File: config.mk
export PLATFORM = sky130hd
export DESIGN_NAME = cfg_key_port
export DESIGN_NICKNAME = d
export VERILOG_FILES = /design/src/rtl/cfgp_pkg.sv /design/src/rtl/cfgp_key_match.sv /design/src/rtl/cfgp_lock_ctl.sv /design/src/rtl/cfgp_regfile.sv /design/src/rtl/cfg_key_port.sv
export SDC_FILE = /design/constraint.sdc
export NUM_CORES = 1
export LEC_CHECK = 0
export BUFFER_PORTS_ARGS = -buffer_cell sky130_fd_sc_hd__buf_2
export CAP_MARGIN = 20
export CORE_MARGIN = 10
export CORE_UTILIZATION = 50
export DETAILED_ROUTE_END_ITERATION = 16
export PLACE_DENSITY_LB_ADDON = 0.15
export SLEW_MARGIN = 5
export SYNTH_ARGS = -nofsm -noshare
export SYNTH_HDL_FRONTEND = slang
export SYNTH_SLANG_ARGS = --single-unit
File: constraint.sdc
create_clock -name clk -period 6 [get_ports clk]
set_input_delay 0.3 -clock clk [delete_from_list [all_inputs] [get_ports clk]]
set_output_delay 0.3 -clock clk [all_outputs]
set_load 0.01 [all_outputs]
File: src/rtl/cfgp_pkg.sv
package cfgp_pkg;
    localparam int DW    = 8;
    localparam int SEG_W = 6;

    localparam logic [DW-1:0] KEY_B0     = 8'h87;
    localparam logic [DW-1:0] KEY_B1     = 8'h01;
    localparam logic [DW-1:0] KEY_B2     = 8'h55;
    localparam logic [DW-1:0] KEY_FIN_LO = 8'h55;
    localparam logic [DW-1:0] KEY_FIN_HI = 8'hAA;

    localparam logic [DW-1:0] IDX_EXIT  = 8'h02;
    localparam logic [DW-1:0] EXIT_VAL  = 8'h02;
    localparam logic [DW-1:0] IDX_LDN   = 8'h07;
    localparam logic [DW-1:0] IDX_ID_HI = 8'h20;
    localparam logic [DW-1:0] IDX_ID_LO = 8'h21;
    localparam logic [DW-1:0] IDX_SEG   = 8'h24;
    localparam logic [DW-1:0] IDX_FB_HI = 8'h64;
    localparam logic [DW-1:0] IDX_FB_LO = 8'h65;

    typedef enum logic [1:0] {
        KM_IDLE,
        KM_SAW_B0,
        KM_SAW_B1,
        KM_SAW_B2
    } km_state_e;

    typedef enum logic {
        LK_SEALED,
        LK_OPEN
    } lk_state_e;
endpackage

File: src/rtl/cfgp_key_match.sv
module cfgp_key_match
    import cfgp_pkg::*;
(
    input  logic          clk,
    input  logic          rst_n,
    input  logic          sealed,
    input  logic          wr_idx,
    input  logic [DW-1:0] wbyte,
    input  logic          alt_base,
    output logic          key_hit
);
    km_state_e state_q, state_d;
    logic [DW-1:0] fin_byte;
    km_state_e restart;

    assign fin_byte = alt_base ? KEY_FIN_HI : KEY_FIN_LO;
    assign restart  = (wbyte == KEY_B0) ? KM_SAW_B0 : KM_IDLE;

    always_ff @(posedge clk or negedge rst_n) begin
        if (!rst_n) state_q <= KM_IDLE;
        else        state_q <= state_d;
    end

    always_comb begin
        state_d = state_q;
        if (!sealed) begin
            state_d = KM_IDLE;
        end else if (wr_idx) begin
            unique case (state_q)
                KM_IDLE:   state_d = restart;
                KM_SAW_B0: state_d = (wbyte == KEY_B1) ? KM_SAW_B1 : restart;
                KM_SAW_B1: state_d = (wbyte == KEY_B2) ? KM_SAW_B2 : restart;
                KM_SAW_B2: state_d = (wbyte == fin_byte) ? KM_IDLE : restart;
            endcase
        end
    end

    always_comb begin
        key_hit = sealed && wr_idx && (state_q == KM_SAW_B2) && (wbyte == fin_byte);
    end
endmodule

File: src/rtl/cfgp_lock_ctl.sv
module cfgp_lock_ctl
    import cfgp_pkg::*;
(
    input  logic          clk,
    input  logic          rst_n,
    input  logic          key_hit,
    input  logic          wr_dat,
    input  logic [DW-1:0] idx,
    input  logic [DW-1:0] wbyte,
    output logic          open
);
    lk_state_e state_q, state_d;
    logic exit_req;

    assign exit_req = wr_dat && (idx == IDX_EXIT) && (wbyte == EXIT_VAL);

    always_ff @(posedge clk or negedge rst_n) begin
        if (!rst_n) state_q <= LK_SEALED;
        else        state_q <= state_d;
    end

    always_comb begin
        state_d = state_q;
        unique case (state_q)
            LK_SEALED: if (key_hit)  state_d = LK_OPEN;
            LK_OPEN:   if (exit_req) state_d = LK_SEALED;
        endcase
    end

    always_comb begin
        open = (state_q == LK_OPEN);
    end
endmodule

File: src/rtl/cfgp_regfile.sv
module cfgp_regfile
    import cfgp_pkg::*;
#(
    parameter logic [15:0]      CHIP_ID   = 16'h8716,
    parameter logic [DW-1:0]    FLASH_LDN = 8'h07,
    parameter logic [SEG_W-1:0] SEG_RST   = '0,
    parameter logic [15:0]      FB_RST    = 16'h0290
) (
    input  logic             clk,
    input  logic             rst_n,
    input  logic             open,
    input  logic             wr_idx,
    input  logic             wr_dat,
    input  logic             rd_dat,
    input  logic [DW-1:0]    wbyte,
    output logic [DW-1:0]    rdata,
    output logic [DW-1:0]    idx,
    output logic [SEG_W-1:0] seg,
    output logic [15:0]      fbase
);
    localparam int SEG_PAD = DW - SEG_W;

    logic [DW-1:0] idx_q, ldn_q, rdata_q, rd_val;
    logic [SEG_W-1:0] seg_q;
    logic [15:0] fb_q;
    logic flash_sel, dat_we;

    assign flash_sel = (ldn_q == FLASH_LDN);
    assign dat_we    = open && wr_dat;

    always_ff @(posedge clk or negedge rst_n) begin
        if (!rst_n) idx_q <= '0;
        else if (open && wr_idx) idx_q <= wbyte;
    end

    always_ff @(posedge clk or negedge rst_n) begin
        if (!rst_n) begin
            ldn_q <= '0;
            seg_q <= SEG_RST;
            fb_q  <= FB_RST;
        end else if (dat_we) begin
            case (idx_q)
                IDX_LDN: ldn_q <= wbyte;
                IDX_SEG: seg_q <= wbyte[SEG_W-1:0];
                IDX_FB_HI: if (flash_sel) fb_q[15:8] <= wbyte;
                IDX_FB_LO: if (flash_sel) fb_q[7:0]  <= wbyte;
                default: ;
            endcase
        end
    end

    always_comb begin
        case (idx_q)
            IDX_LDN:   rd_val = ldn_q;
            IDX_ID_HI: rd_val = CHIP_ID[15:8];
            IDX_ID_LO: rd_val = CHIP_ID[7:0];
            IDX_SEG:   rd_val = {{SEG_PAD{1'b0}}, seg_q};
            IDX_FB_HI: rd_val = flash_sel ? fb_q[15:8] : '0;
            IDX_FB_LO: rd_val = flash_sel ? fb_q[7:0]  : '0;
            default:   rd_val = '0;
        endcase
    end

    always_ff @(posedge clk or negedge rst_n) begin
        if (!rst_n) rdata_q <= '1;
        else if (rd_dat) rdata_q <= open ? rd_val : '1;
    end

    assign rdata = rdata_q;
    assign idx   = idx_q;
    assign seg   = seg_q;
    assign fbase = fb_q;
endmodule

File: src/rtl/cfg_key_port.sv
module cfg_key_port
    import cfgp_pkg::*;
#(
    parameter logic [15:0]      CHIP_ID   = 16'h8716,
    parameter logic [DW-1:0]    FLASH_LDN = 8'h07,
    parameter logic [SEG_W-1:0] SEG_RST   = '0,
    parameter logic [15:0]      FB_RST    = 16'h0290
) (
    input  logic          clk,
    input  logic          rst_n,
    input  logic          io_wr,
    input  logic          io_rd,
    input  logic          io_sel_data,
    input  logic [7:0]    io_wdata,
    input  logic          alt_base,
    output logic [7:0]    io_rdata,
    output logic          cfg_open,
    output logic          flash_suspend,
    output logic [2:0]    seg_enable,
    output logic          flash_wr_en,
    output logic          flash_pin_sel,
    output logic [15:0]   flash_base
);
    logic wr_idx, wr_dat, rd_dat, key_hit;
    logic [DW-1:0] idx_cur;
    logic [SEG_W-1:0] seg_bits;

    assign wr_idx = io_wr && !io_sel_data;
    assign wr_dat = io_wr &&  io_sel_data;
    assign rd_dat = io_rd &&  io_sel_data;

    cfgp_key_match u_km (
        .clk(clk), .rst_n(rst_n), .sealed(!cfg_open), .wr_idx(wr_idx),
        .wbyte(io_wdata), .alt_base(alt_base), .key_hit(key_hit)
    );

    cfgp_lock_ctl u_lk (
        .clk(clk), .rst_n(rst_n), .key_hit(key_hit), .wr_dat(wr_dat),
        .idx(idx_cur), .wbyte(io_wdata), .open(cfg_open)
    );

    cfgp_regfile #(
        .CHIP_ID(CHIP_ID), .FLASH_LDN(FLASH_LDN), .SEG_RST(SEG_RST), .FB_RST(FB_RST)
    ) u_rf (
        .clk(clk), .rst_n(rst_n), .open(cfg_open), .wr_idx(wr_idx),
        .wr_dat(wr_dat), .rd_dat(rd_dat), .wbyte(io_wdata), .rdata(io_rdata),
        .idx(idx_cur), .seg(seg_bits), .fbase(flash_base)
    );

    assign flash_suspend = seg_bits[0];
    assign seg_enable    = seg_bits[3:1];
    assign flash_wr_en   = seg_bits[4];
    assign flash_pin_sel = seg_bits[5];
endmodule

==> metrics.md <==
| Metric | Value |
|---|---|
| Final period util | 0.394 |
| Iter 0 DRT Violations | 64 |
| Top-level I/O count | 45 |
| CTS H-tree lvls | 2 |
| Worst-Margin Slew | 0.690 ns |
| Combinational share of power | 0.043 |
| CTS tree | built |
| Fin Clk Skew | 0.0117 ns |
| Syn_nets | 200 |
| Power density cells | 218 nW/um^2 |
| Die Y | 88.9 um |
| Met3 WL | 399 um |
| Post-synthesis async set-or-reset flop share | 1.00 |
| Unrepaired setup endpoints after global routing | false |
| Synth-to-layout area growth | 16.8% |
| Clk_lat worst skew | 0.31 ns |
| HP Class | in2reg |
| Max-cap viol count | 0 |
| Top sig layer | met4 |
| Dpl cells | 278 |
| Count of cell types in the netlist | 39 |
| Nets | 247 |
| WL final | 5820 um |
| Vias per cell | 5.97 |
| Switching part of the total | 0.215 |
| Routed metal-1 wire length | 2710 um |
| Reg power frac | 0.550 |
| CTS Root Cell | clkbuf_8 |
| Ys flop type | dfrtp_1 |
| CTS clk-pin slew, worst paths | 0.09 ns |
| Syn avg cell area | 12.8 sq um |
| Max frequency | 423 MHz |
| Final Hold Vio Count | 0 |
| Pre-antenna DRT Iters | 4 |
| Leak Pwr | 1.34 nW |
| CP Data Required Time | 6.20 ns |
| Final Setup Violations | 0 |
| Largest net degree at the start of global routing | 50 |
| Drc violations | 0 |
| Number of flops mapped to enable cells by yosys | 0 |
| Die ar. | 7900 sq um |
| Gr usage total | 0.154 |
| Slew headroom | 0.536 |
| Hold_buf cts | 0 |
| Total negative slack | 0 ns |
| Post-CTS Setup Repair Bufs | 0 |
| Initial Utilization | 0.509 |
| Fillers | 423 |
| Flop and latch count out of synthesis | 49 |
| Crit Path Class | reg2reg |
| Crit path DAT | 2.56 ns |
| Port Buffer Count | 44 |
| Tmin final | 2.37 ns |
| Mapped cell area | 2370 sq um |
| # rows | 25 |
| Worst setup EP type | flop |
| Area of the core | 4660 sq um |
| Global-route wire length before repair | 9230 um |
| CTS Buffer Depth | 2 |
| Placer congestion estimate | 0.843 |
| Num CTS Buffers | 5 |
| Non-filler cells, final | 288 |
| Ys Warns | 0 |
| Switch Pwr | 130 uW |
| Via count | 1718 |
| Final Slew Violations | 0 |
| Post-detailed-route wirelength per cell | 20.2 um |
| Global route overflow | 0 |
| Antenna cell count | 0 |
| Commonest cells after routing, fill and taps aside | buf_2, mux2_2, dfrtp_1 |
| Startpoint type of the worst setup path | flop |
| Status | finished clean |
| Clock power share | 0.407 |
| Peak VDD IR | 124 uV |
| Vias in the first global route | 1698 |
| Detail Placement HPWL | 4300 um |
| Resized cells post-CTS | 0 |
| Worst-path fanout max | 9 |
| Syn Inst Count | 186 |
| WL met2 | 2630 um |
| Clock sink count | 49 |
| Cell-internal power | 475 uW |
| Commonest non-fill, non-tap cell in the layout | buf_2 |
| Number of routed nets with antenna violations | 0 |
| Initial antenna violation count | 0 |
| Share of cells above drive strength 1 | 0.496 |
| Chip width | 88.9 um |
| Sequential area share after synthesis | 0.523 |
Yosys cell counts, drive strengths merged, types with 2 or more instances:
library cell  number  share of area
clkbuf             3         0.0047
nor4               3          0.013
nand4b             3          0.011
nor3b              2         0.0063
nand3              2         0.0042
nor2              11          0.017
dfstp             11           0.12
inv                2         0.0032
nand2             12          0.019
dfrtp             38           0.40
a22oi              3         0.0095
a221oi             3          0.011
buf                4          0.015
nor3               2         0.0042
or4b               4          0.018
mux2              46           0.23
nor4bb             3          0.013
nor4b              3          0.011
o21ai              3         0.0063
a21oi             12          0.025
and3               2         0.0053
nor2b              3         0.0079
path summary, 6_finish.rpt:
kind	slack, ns	end	depth (start not counted)	from
max	3.63	u_rf.fbase[3]	5	u_rf.ldn_q[7]
min reg2reg	0.50	u_rf.rdata[0]	2	u_rf.rdata[0]
min in group asynchronous	0.47	u_rf.fbase[10]	2	rst_n
max reg2reg	3.63	u_rf.fbase[3]	5	u_rf.ldn_q[7]
max in group asynchronous	4.96	u_rf.rdata[4]	3	rst_n
min	0.35	u_rf.fbase[15]	2	io_wdata[7]
power groups by stage:
stage	Combinational, mW	Sequential [mW]	Clock [mW]
after global placement	0.0245	0.339	0
after global routing	0.0293	0.333	0.261
after CTS	0.0248	0.332	0.250
after floorplan	0.00612	0.338	0
after detailed placement	0.0247	0.339	0
final	0.0263	0.332	0.246
layer usage:
layer | global-route usage | vias up
met1 | 0.203 | 863
met5 | 0 | -
met3 | 0.0424 | 9
met2 | 0.239 | 52
li1 | - | 794
met4 | 0.0455 | 0
cells by family (layout without fill, tap and decap cells):
logic type,count (synthesis),count (layout),synth area share
and+or+nand+nor,55,55,0.149
DFF,49,49,0.523
muxes,47,47,0.235
AOI/OAI and AO/OA,26,26,0.0707
buffers and inverters,9,57,0.0227
area by class of cell:
cell class              instances  area [sq um]  share of cell area
flip-flops and latches         49          1240               0.447
multi-input cells             128          1080               0.389
repair buffers                 47           258              0.0930
clock buffers                   6          82.6              0.0298
well taps                      54          67.6              0.0244
clock inverters                 2          37.5              0.0135
inverters                       2          7.51             0.00271
sequential cells by signal (all words and copies together), names as in the netlist:
| name | cells |
|---|---|
| u_km.state_q | 2 |
| u_lk.open | 1 |
| u_rf.fbase | 16 |
| u_rf.idx | 8 |
| u_rf.ldn_q | 8 |
| u_rf.rdata | 8 |
| u_rf.seg | 6 |
critical path, cell delays in order, from the launching register on:
cell      delay, ns
dfrtp_1        0.41
or4b_1         0.53
nor4bb_1       0.29
buf_4          0.22
and3_1         0.42
mux2_2         0.39
metrics by stage:
| step | setup slack (ns) | hold WS [ns] | power (mW) | util | area [sq um] |
|---|---|---|---|---|---|
| floorplan | 3.93 | 0.00441 | 0.345 | - | 2370 |
| global placement | 3.70 | 0.494 | 0.363 | 0.562 | 2620 |
| detailed placement | 3.68 | 0.490 | 0.363 | 0.562 | 2620 |
| CTS | 3.65 | 0.216 | 0.607 | 0.588 | 2740 |
| global route | 3.52 | 0.366 | 0.622 | 0.595 | 2770 |
| finish | 3.63 | 0.347 | 0.605 | 0.595 | 2770 |
(Power assumes the default switching activity.)
